$ cat src/rtl/wlm_pkg.sv
`timescale 1ns/1ps
package wlm_pkg;
  localparam int WORD_W   = 32;
  localparam int LANE_LG2 = 2;

  typedef enum logic [2:0] {
    KIND_IDLE,
    KIND_BASE,
    KIND_DATA,
    KIND_APER,
    KIND_VOID
  } acc_kind_t;

  // all-ones in the low lg2 bits
  function automatic logic [WORD_W-1:0] span_mask(input int lg2);
    if (lg2 >= WORD_W) return '1;
    return (WORD_W'(1) << lg2) - WORD_W'(1);
  endfunction

  // byte address reached through the aperture: page bits of base, offset bits of host
  function automatic logic [WORD_W-1:0] aper_byte_addr(input logic [WORD_W-1:0] base,
                                                       input logic [WORD_W-1:0] off,
                                                       input int win_lg2,
                                                       input int bank_lg2);
    logic [WORD_W-1:0] wm;
    wm = span_mask(win_lg2);
    return ((base & ~wm) | (off & wm)) & span_mask(bank_lg2);
  endfunction

  // byte address reached through the data port: the base itself, folded into the bank
  function automatic logic [WORD_W-1:0] port_byte_addr(input logic [WORD_W-1:0] base,
                                                       input int bank_lg2);
    return base & span_mask(bank_lg2);
  endfunction

  function automatic logic lane_misaligned(input logic [WORD_W-1:0] off);
    return |off[LANE_LG2-1:0];
  endfunction
endpackage

$ cat src/rtl/wlm_decode.sv
`timescale 1ns/1ps
module wlm_decode
  import wlm_pkg::*;
#(
  parameter int HOST_AW    = 12,
  parameter int WIN_LG2    = 11,
  parameter int WIN_OFFSET = 'h800,
  parameter int BASE_OFF   = 'h068,
  parameter int DATA_OFF   = 'h06C
) (
  input  logic               hst_sel,
  input  logic [HOST_AW-1:0] hst_addr,
  output acc_kind_t          kind,
  output logic               misaligned,
  output logic               in_aperture
);
  logic [WORD_W-1:0] off_ext;

  assign off_ext     = WORD_W'(hst_addr);
  assign misaligned  = lane_misaligned(off_ext);
  assign in_aperture = (off_ext >> WIN_LG2) == (WORD_W'(WIN_OFFSET) >> WIN_LG2);

  always_comb begin
    if (!hst_sel)                                kind = KIND_IDLE;
    else if (misaligned)                         kind = KIND_VOID;
    else if (in_aperture)                        kind = KIND_APER;
    else if (off_ext == WORD_W'(BASE_OFF))       kind = KIND_BASE;
    else if (off_ext == WORD_W'(DATA_OFF))       kind = KIND_DATA;
    else                                         kind = KIND_VOID;
  end
endmodule

$ cat src/rtl/wlm_base_reg.sv
`timescale 1ns/1ps
module wlm_base_reg
  import wlm_pkg::*;
(
  input  logic              clk,
  input  logic              rst_n,
  input  logic              load,
  input  logic [WORD_W-1:0] wdata,
  output logic [WORD_W-1:0] base_q
);
  always_ff @(posedge clk or negedge rst_n) begin
    if (!rst_n)    base_q <= '0;
    else if (load) base_q <= wdata;
  end


  base_echo_chk: assert property (@(posedge clk) disable iff (!rst_n)
    load |=> base_q == $past(wdata));
endmodule

$ cat src/rtl/wlm_addr_form.sv
`timescale 1ns/1ps
module wlm_addr_form
  import wlm_pkg::*;
#(
  parameter int HOST_AW  = 12,
  parameter int BANK_LG2 = 19,
  parameter int WIN_LG2  = 11,
  localparam int MEM_AW  = BANK_LG2 - LANE_LG2
) (
  input  acc_kind_t          kind,
  input  logic               hst_wr,
  input  logic [HOST_AW-1:0] hst_addr,
  input  logic [WORD_W-1:0]  hst_wdata,
  input  logic [WORD_W-1:0]  base_q,
  output logic               mem_en,
  output logic               mem_we,
  output logic [MEM_AW-1:0]  mem_addr,
  output logic [WORD_W-1:0]  mem_wdata
);
  logic [MEM_AW-1:0] aper_word;
  logic [MEM_AW-1:0] port_word;
  logic [WORD_W-1:0] port_byte;

  generate
    if (WIN_LG2 >= BANK_LG2) begin : g_flat
      // aperture spans the whole bank: base plays no part in the aperture address
      logic [WORD_W-1:0] off_byte;
      assign off_byte  = WORD_W'(hst_addr) & span_mask(BANK_LG2);
      assign aper_word = off_byte[BANK_LG2-1:LANE_LG2];
    end else begin : g_paged
      logic [WORD_W-1:0] aper_byte;
      assign aper_byte = aper_byte_addr(base_q, WORD_W'(hst_addr), WIN_LG2, BANK_LG2);
      assign aper_word = aper_byte[BANK_LG2-1:LANE_LG2];
    end
  endgenerate

  assign port_byte = port_byte_addr(base_q, BANK_LG2);
  assign port_word = port_byte[BANK_LG2-1:LANE_LG2];

  always_comb begin
    mem_en   = (kind == KIND_APER) || (kind == KIND_DATA);
    mem_we   = mem_en && hst_wr;
    mem_addr = (kind == KIND_DATA) ? port_word : aper_word;
  end
  assign mem_wdata = hst_wdata;
endmodule

$ cat src/rtl/wlm_resp.sv
`timescale 1ns/1ps
module wlm_resp
  import wlm_pkg::*;
(
  input  logic              clk,
  input  logic              rst_n,
  input  acc_kind_t         kind,
  input  logic              hst_wr,
  input  logic [WORD_W-1:0] base_q,
  input  logic [WORD_W-1:0] mem_rdata,
  output logic              hst_ready,
  output logic [WORD_W-1:0] hst_rdata
);
  logic              memrd_q;
  logic [WORD_W-1:0] hold_q;
  logic              base_rd;
  logic              mem_rd;

  assign base_rd = (kind == KIND_BASE) && !hst_wr;
  assign mem_rd  = ((kind == KIND_APER) || (kind == KIND_DATA)) && !hst_wr;

  always_ff @(posedge clk or negedge rst_n) begin
    if (!rst_n) begin
      hst_ready <= 1'b0;
      memrd_q   <= 1'b0;
      hold_q    <= '0;
    end else begin
      hst_ready <= (kind != KIND_IDLE);
      memrd_q   <= mem_rd;
      hold_q    <= base_rd ? base_q : '0;
    end
  end

  assign hst_rdata = memrd_q ? mem_rdata : hold_q;


  rdata_quiet_chk: assert property (@(posedge clk) disable iff (!rst_n)
    !hst_ready |-> hst_rdata == '0);
endmodule

$ cat src/rtl/wlm_bridge.sv
`timescale 1ns/1ps
module wlm_bridge
  import wlm_pkg::*;
#(
  parameter int HOST_AW    = 12,
  parameter int BANK_LG2   = 19,
  parameter int WIN_LG2    = 11,
  parameter int WIN_OFFSET = 'h800,
  parameter int BASE_OFF   = 'h068,
  parameter int DATA_OFF   = 'h06C,
  localparam int MEM_AW    = BANK_LG2 - LANE_LG2,
  localparam int WIN_WORDS_LG2 = WIN_LG2 - LANE_LG2
) (
  input  logic               clk,
  input  logic               rst_n,
  input  logic               hst_sel,
  input  logic               hst_wr,
  input  logic [HOST_AW-1:0] hst_addr,
  input  logic [WORD_W-1:0]  hst_wdata,
  output logic               hst_ready,
  output logic [WORD_W-1:0]  hst_rdata,
  output logic               mem_en,
  output logic               mem_we,
  output logic [MEM_AW-1:0]  mem_addr,
  output logic [WORD_W-1:0]  mem_wdata,
  input  logic [WORD_W-1:0]  mem_rdata
);
  acc_kind_t         kind;
  logic              misaligned;
  logic              in_aperture;
  logic              base_load;
  logic [WORD_W-1:0] base_q;

  wlm_decode #(
    .HOST_AW(HOST_AW), .WIN_LG2(WIN_LG2), .WIN_OFFSET(WIN_OFFSET),
    .BASE_OFF(BASE_OFF), .DATA_OFF(DATA_OFF)
  ) u_decode (
    .hst_sel(hst_sel), .hst_addr(hst_addr), .kind(kind),
    .misaligned(misaligned), .in_aperture(in_aperture)
  );

  assign base_load = (kind == KIND_BASE) && hst_wr;

  wlm_base_reg u_base (
    .clk(clk), .rst_n(rst_n), .load(base_load), .wdata(hst_wdata), .base_q(base_q)
  );

  wlm_addr_form #(
    .HOST_AW(HOST_AW), .BANK_LG2(BANK_LG2), .WIN_LG2(WIN_LG2)
  ) u_addr (
    .kind(kind), .hst_wr(hst_wr), .hst_addr(hst_addr), .hst_wdata(hst_wdata),
    .base_q(base_q), .mem_en(mem_en), .mem_we(mem_we), .mem_addr(mem_addr),
    .mem_wdata(mem_wdata)
  );

  wlm_resp u_resp (
    .clk(clk), .rst_n(rst_n), .kind(kind), .hst_wr(hst_wr), .base_q(base_q),
    .mem_rdata(mem_rdata), .hst_ready(hst_ready), .hst_rdata(hst_rdata)
  );


  ready_follow_chk: assert property (@(posedge clk) disable iff (!rst_n)
    hst_sel |=> hst_ready);


  ready_idle_chk: assert property (@(posedge clk) disable iff (!rst_n)
    !hst_sel |=> !hst_ready);


  misalign_nowrite_chk: assert property (@(posedge clk) disable iff (!rst_n)
    (hst_sel && hst_addr[LANE_LG2-1:0] != '0) |-> !mem_en);


  misalign_zero_chk: assert property (@(posedge clk) disable iff (!rst_n)
    (hst_sel && !hst_wr && hst_addr[LANE_LG2-1:0] != '0) |=> hst_rdata == '0);


  aper_offset_chk: assert property (@(posedge clk) disable iff (!rst_n)
    (mem_en && in_aperture) |->
      mem_addr[WIN_WORDS_LG2-1:0] == hst_addr[WIN_LG2-1:LANE_LG2]);


  base_hold_chk: assert property (@(posedge clk) disable iff (!rst_n)
    !(hst_sel && hst_wr && hst_addr == HOST_AW'(BASE_OFF)) |=> $stable(base_q));


  memwe_source_chk: assert property (@(posedge clk) disable iff (!rst_n)
    mem_we |-> (mem_en && hst_sel && hst_wr && mem_wdata == hst_wdata));
endmodule

$ cat config.mk
export PLATFORM = sky130hd
export DESIGN_NAME = wlm_bridge
export DESIGN_NICKNAME = d
export VERILOG_FILES = /design/src/rtl/wlm_pkg.sv /design/src/rtl/wlm_decode.sv /design/src/rtl/wlm_base_reg.sv /design/src/rtl/wlm_addr_form.sv /design/src/rtl/wlm_resp.sv /design/src/rtl/wlm_bridge.sv
export SDC_FILE = /design/constraint.sdc
export NUM_CORES = 1
export LEC_CHECK = 0
export ABC_AREA = 1
export BUFFER_PORTS_ARGS = -buffer_cell sky130_fd_sc_hd__buf_2
export CAP_MARGIN = 20
export CORE_UTILIZATION = 47
export CTS_BUF_LIST = sky130_fd_sc_hd__clkbuf_4 sky130_fd_sc_hd__clkbuf_8 sky130_fd_sc_hd__clkbuf_16
export DETAILED_ROUTE_END_ITERATION = 12
export PLACE_DENSITY = 0.82
export SLEW_MARGIN = 40
export SYNTH_ARGS = -nofsm -noshare
export SYNTH_HDL_FRONTEND = slang
export SYNTH_HIERARCHICAL = 1
export SYNTH_SLANG_ARGS = --single-unit
$ cat constraint.sdc
create_clock -name clk -period 1.6 [get_ports clk]
set_input_delay 0.24 -clock clk [delete_from_list [all_inputs] [get_ports clk]]
set_output_delay 0.24 -clock clk [all_outputs]
set_load 0.05 [all_outputs]
After elaboration in Yosys (flattened, before gate mapping)
Cells that the tools add are included.

Reductions and logical operators: 8. Equality and inequality tests: 5. Bitwise logic cells: 1. Mux-type cells: 8.

Operator list (count): two-way mux 32 bit (2); equality test 12 x 7 -> 1 bit, second input constant (2); bitwise OR 19 x 11 -> 19 bit (1); two-way mux 17 bit (1); two-way mux 3 bit (5); equality test 3 x 2 -> 1 bit, second input constant (2); logical AND 1 bit (4); equality test 3 x 1 -> 1 bit, second input constant (1); nonzero test 3 bit (1); OR reduction 2 bit (1); logical NOT 1 bit (1); logical OR 1 bit (1).

Output and inout port bits: 84. Input bits: 80. Register bits: 66.

Depth between registers and ports, before layout
Depth after elaboration: 9. Gate-level depth with buffers: 14. Depth with buffers taken out: 12.

Hierarchy
The synthesis kept the hierarchy.

By module, submodules not included: wlm_resp (instances 1, cells an instance 210, area each 1705.4 sq um); wlm_base_reg (instances 1, cells an instance 136, area each 1292.5 sq um); wlm_addr_form (instances 1, cells an instance 75, area each 478.0 sq um); wlm_decode (instances 1, cells an instance 30, area each 140.1 sq um); wlm_bridge (instances 1, cells an instance 5, area each 21.3 sq um).

Worst setup path after synthesis
OpenSTA, ideal clock, no wires.

Path kind: input-to-output. Start: in hst_addr[7]. End: out mem_en. Required time: 1.360 ns. Stages: 8. Setup slack: -0.391 ns. Data arrival time: 1.751 ns. Path buffers: 1. Cells stage by stage: inv_1 -> nand2_1 -> nor2_1 -> nand3_1 -> a21oi_1 -> buf_6 -> inv_1 -> nor2_1.

Word-level cells in the longest chain between the ends: 8. Elaborated cells on any way between the ends: 10.

Ends and longest elaborated chain: start, declared (RTL line wlm_bridge.sv:18) `input logic [HOST_AW-1:0] hst_addr,`; equality test 12 x 7 -> 1 bit (RTL line wlm_decode.sv:28) `else if (off_ext == WORD_W'(DATA_OFF)) kind = KIND_DATA;`; two-way mux 3 bit (RTL line wlm_decode.sv:28); two-way mux 3 bit * (RTL line wlm_decode.sv:27) `else if (off_ext == WORD_W'(BASE_OFF)) kind = KIND_BASE;`; two-way mux 3 bit * (RTL line wlm_decode.sv:26) `else if (in_aperture) kind = KIND_APER;`; two-way mux 3 bit * (RTL line wlm_decode.sv:25) `else if (misaligned) kind = KIND_VOID;`; two-way mux 3 bit * (RTL line wlm_decode.sv:24) `if (!hst_sel) kind = KIND_IDLE;`; net kind[1] (RTL line wlm_bridge.sv:28) `acc_kind_t kind;`; equality test 3 x 2 -> 1 bit (RTL line wlm_addr_form.sv:41) `mem_en = (kind == KIND_APER) || (kind == KIND_DATA);`; logical OR 1 bit * (RTL line wlm_addr_form.sv:41); end, declared (RTL line wlm_bridge.sv:22) `output logic mem_en,`.

The timed path passes the listed nets; every way through them passes the cells marked *.

Worst setup path in the final report
Start: in hst_addr[2]. End: out mem_addr[5].

Word-level cells in the longest chain between the ends: 8. Elaborated cells on any way between the ends: 9.

Ends and longest elaborated chain: equality test 12 x 7 -> 1 bit (RTL line wlm_decode.sv:28); two-way mux 3 bit (RTL line wlm_decode.sv:28); two-way mux 3 bit * (RTL line wlm_decode.sv:27); two-way mux 3 bit * (RTL line wlm_decode.sv:26); two-way mux 3 bit * (RTL line wlm_decode.sv:25); two-way mux 3 bit * (RTL line wlm_decode.sv:24); net kind[2] (RTL line wlm_bridge.sv:28); equality test 3 x 2 -> 1 bit * (RTL line wlm_addr_form.sv:43) `mem_addr = (kind == KIND_DATA) ? port_word : aper_word;`; two-way mux 17 bit * (RTL line wlm_addr_form.sv:43); end, declared (RTL line wlm_bridge.sv:24) `output logic [MEM_AW-1:0] mem_addr,`.

Marked as above.

==> qor.yml <==
global_route:
  globalRoute.totalOverflow: 0
  wire_length_of_the_first_global_routing_pass_um: 16300
  globalRouteTotalUtil_pct: 25.4
  maximum_number_of_pins_on_one_net_before_global_route_repair: 67
  antenna_found_initial: 0
  vias_in_the_first_global_route: 3443
placed_design:
  gpl.final_weighted_congestion: 0.898
  half_perimeter_wire_length_after_placement_um: 5890
  post_dp_cell_area_um2: 4300
  io_buffer_count: 163
power_and_ir_drop:
  static-leakage-power_nw: 2.93
  cell_internal_pwr_mw: 2.82
  combinationalPowerShare_pct: 27.4
  vdd_ir_drop_max_mv: 0.520
  power.share.sequential_pct: 44.5
  clk_pwr_share_pct: 28.1
  power_per_cell_area_nw_per_um2: 771
  total_switching_power_mw: 1.63
  netSwitchingFraction_pct: 36.7
die:
  fp.coreArea_um2: 7370
  top_level_ports: 164
  floorplan.die_area_um2: 8080
  die_y_um: 89.9
  initial_core_util_pct: 49.3
  rows: 31
  floorplan.die.width_um: 89.9
clock_tree:
  cts_root_buffer: "clkbuf_8"
  skew_pair_late_insertion_delay_ns: 0.33
  cts_sinks: 66
  tritoncts.num_buffers: 9
  htreeDepth: 3
  clk_path_buf_depth: 2
  cts_tree: "done"
  clk_pin_slew_ns: 0.07
sta:
  finalCriticalPeriod_ns: 1.87
  fin_skew_ns: 0.00730
  fin_crit_sh_pct: 117
  finalHoldViolations: 0
  setup_viol: 107
  worst_margin_pin_slew_ns: 0.355
  peak_clock_frequency_supported_by_timing_mhz: 536
  grt_setup_unrepaired: "true"
  timing_max_transition_violations_final: 0
  max_slew_margin_pct: 76.3
  whs_ns: 0.124
  final_critical_path_setup_slack_ns: -0.265
synthesis:
  synth_nets: 535
  syn_avg_cell_area_um2: 7.98
  synth.yosys.warnings: 6
  synthCells: 455
  synth_area_um2: 3630
routing:
  m1WireLength_um: 4350
  met3_wirelength_um: 807
  topRoutingLayerUsed: "met4"
  via_count: 3622
  drtIter0Drc: 179
  drt-pass1-iter-count: 5
  drcViolationCount: 0
  drt-wirelength-per-cell_um: 17.5
  route.antenna.remaining_nets: 0
  avgViaCountPerCell: 5.07
  wl_met2_um: 6440
  wl_um: 12500
worst_setup_path:
  reg2reg_from: "u_base/base_q[4]"
  required_ns: 1.36
  r2r_setup_slack_ns: 0.84
  max_stage_delay_ns: 0.26
  timing.critical_path.cells: "buf_6 -> inv_1 -> nand2_2 -> nor2_4 -> nand3_2 -> nand3_4 -> a21oi_4 -> clkinvlp_4 -> nand4_1 -> nand2_2 -> buf_8"
  timing.reg2reg.worst_path_depth: 2
  worstPathBufferInverterCount: 4
  most_frequent_cell_on_critical_path: "nand2_2"
  cp_slowest_cell: "a21oi_4"
  timing.critical_path.from_type: "primary input"
  criticalPathCategory: "in -> out"
  worst_r2r_endpoint: "u_resp/hold_q[4]"
  timing.critical_path.max_delay_family: "simple AND/OR/NAND/NOR gates"
  timing.critical_path.fanout_max: 5
  critPathCaptureType: "output pin"
  worstPathArrival_ns: 1.63
hold_path:
  hold_path.startpoint: "hst_wdata[30]"
  holdCritPathClass: "in -> reg"
  min_path_cells: 3
  holdPathEnd: "u_base/base_q[30]"
run_status:
  outcome: "finished, violations left"
  failed_checks: "negative setup slack"
finish:
  area_delta_synth_final_pct: 59.2
  final_design_area_no_fill_um2: 5780
  post_route_cells_drive_above_1_share_pct: 60.2
  fillCellCount: 406
  mostFrequentLayoutCells: "buf_2, nand2_1, inv_1"
  commonest_non_fill_non_tap_cell_in_the_layout: "buf_2"
  net_count_reported_at_finish: 690
  antenna_cells_inserted: 0
run:
  number_of_max_cap_violations: 0
## cell type report
type,count,area (um^2),share of cell area [%]
Multi-Input combinational cell,249,1760,30.4
Timing Repair Buffer,201,1720,29.7
Sequential cell,66,1660,28.6
Inverter,82,339,5.87
Clock buffer,10,138,2.38
Tap cell,99,124,2.14
Clock inverter,6,42.5,0.736
Timing Repair inverter,1,7.51,0.130
## stage by stage
| stage | power, mW | util, % | setup TNS [ns] | instances | setup WS [ns] |
|---|---|---|---|---|---|
| finish | 4.46 | 78.4 | -9.09 | 714 | -0.265 |
| global route | 4.64 | 78.4 | -13.00 | 714 | -0.326 |
| CTS | 4.34 | 68.0 | -1.14 | 701 | -0.0861 |
| detailed placement | 3.01 | 58.4 | -12.65 | 678 | -0.366 |
| global placement | 2.98 | 58.4 | -8.05 | 678 | -0.242 |
| floorplan | 2.79 | - | -9.79 | 455 | -0.364 |
## power by group through the flow
| stage | sequential, mW | clock, mW | combinational [mW] |
|---|---|---|---|
| global route | 2.00 | 1.35 | 1.29 |
| detailed placement | 2.00 | 0 | 1.01 |
| CTS | 1.97 | 1.26 | 1.11 |
| finish | 1.99 | 1.25 | 1.22 |
| global placement | 1.99 | 0 | 0.987 |
| floorplan | 1.97 | 0 | 0.826 |
## how the worst max path moves through the flow
stage | from | end | cells after the start
3_5_place_dp | hst_addr[4] | mem_addr[1] | 12
6_report | hst_addr[2] | mem_addr[5] | 11
4_1_cts | hst_addr[11] | mem_addr[0] | 11
3_3_place_gp | hst_addr[7] | mem_addr[5] | 12
2_1_floorplan | u_resp/memrd_q | hst_rdata[23] | 3
5_1_grt | hst_addr[2] | mem_addr[5] | 11
## flip-flops by register name, summed over array words and instances (netlist names)
signal,cells
u_resp/memrd_q,1
u_resp/hold_q,32
u_resp/hst_ready,1
u_base/base_q,32
## timing repair
item / CTS / global route
resized for setup: 154 / 142
pin swaps: 26 / 36
gates cloned: 4 / 9
endpoints found under the setup margin: 43 / 94
setup buffers: 3 / 4
hold buffers: 1 / 0
endpoints found under the hold margin: 66 / 0
## routing by layer
metal / vias up / global-route usage, %
li1: 1617 / -
met1: 1685 / 29.0
met2: 239 / 44.7
met3: 81 / 4.23
met4: 0 / 15.3
met5: - / 0
## worst register-to-register path: cells and delay by family (launching register included)
kind	cells	cell delay, ns
flops	1	0.41
simple gates	1	0.16
buf+inv	1	0.12
Note: power is estimated with default switching activity, not from simulation.
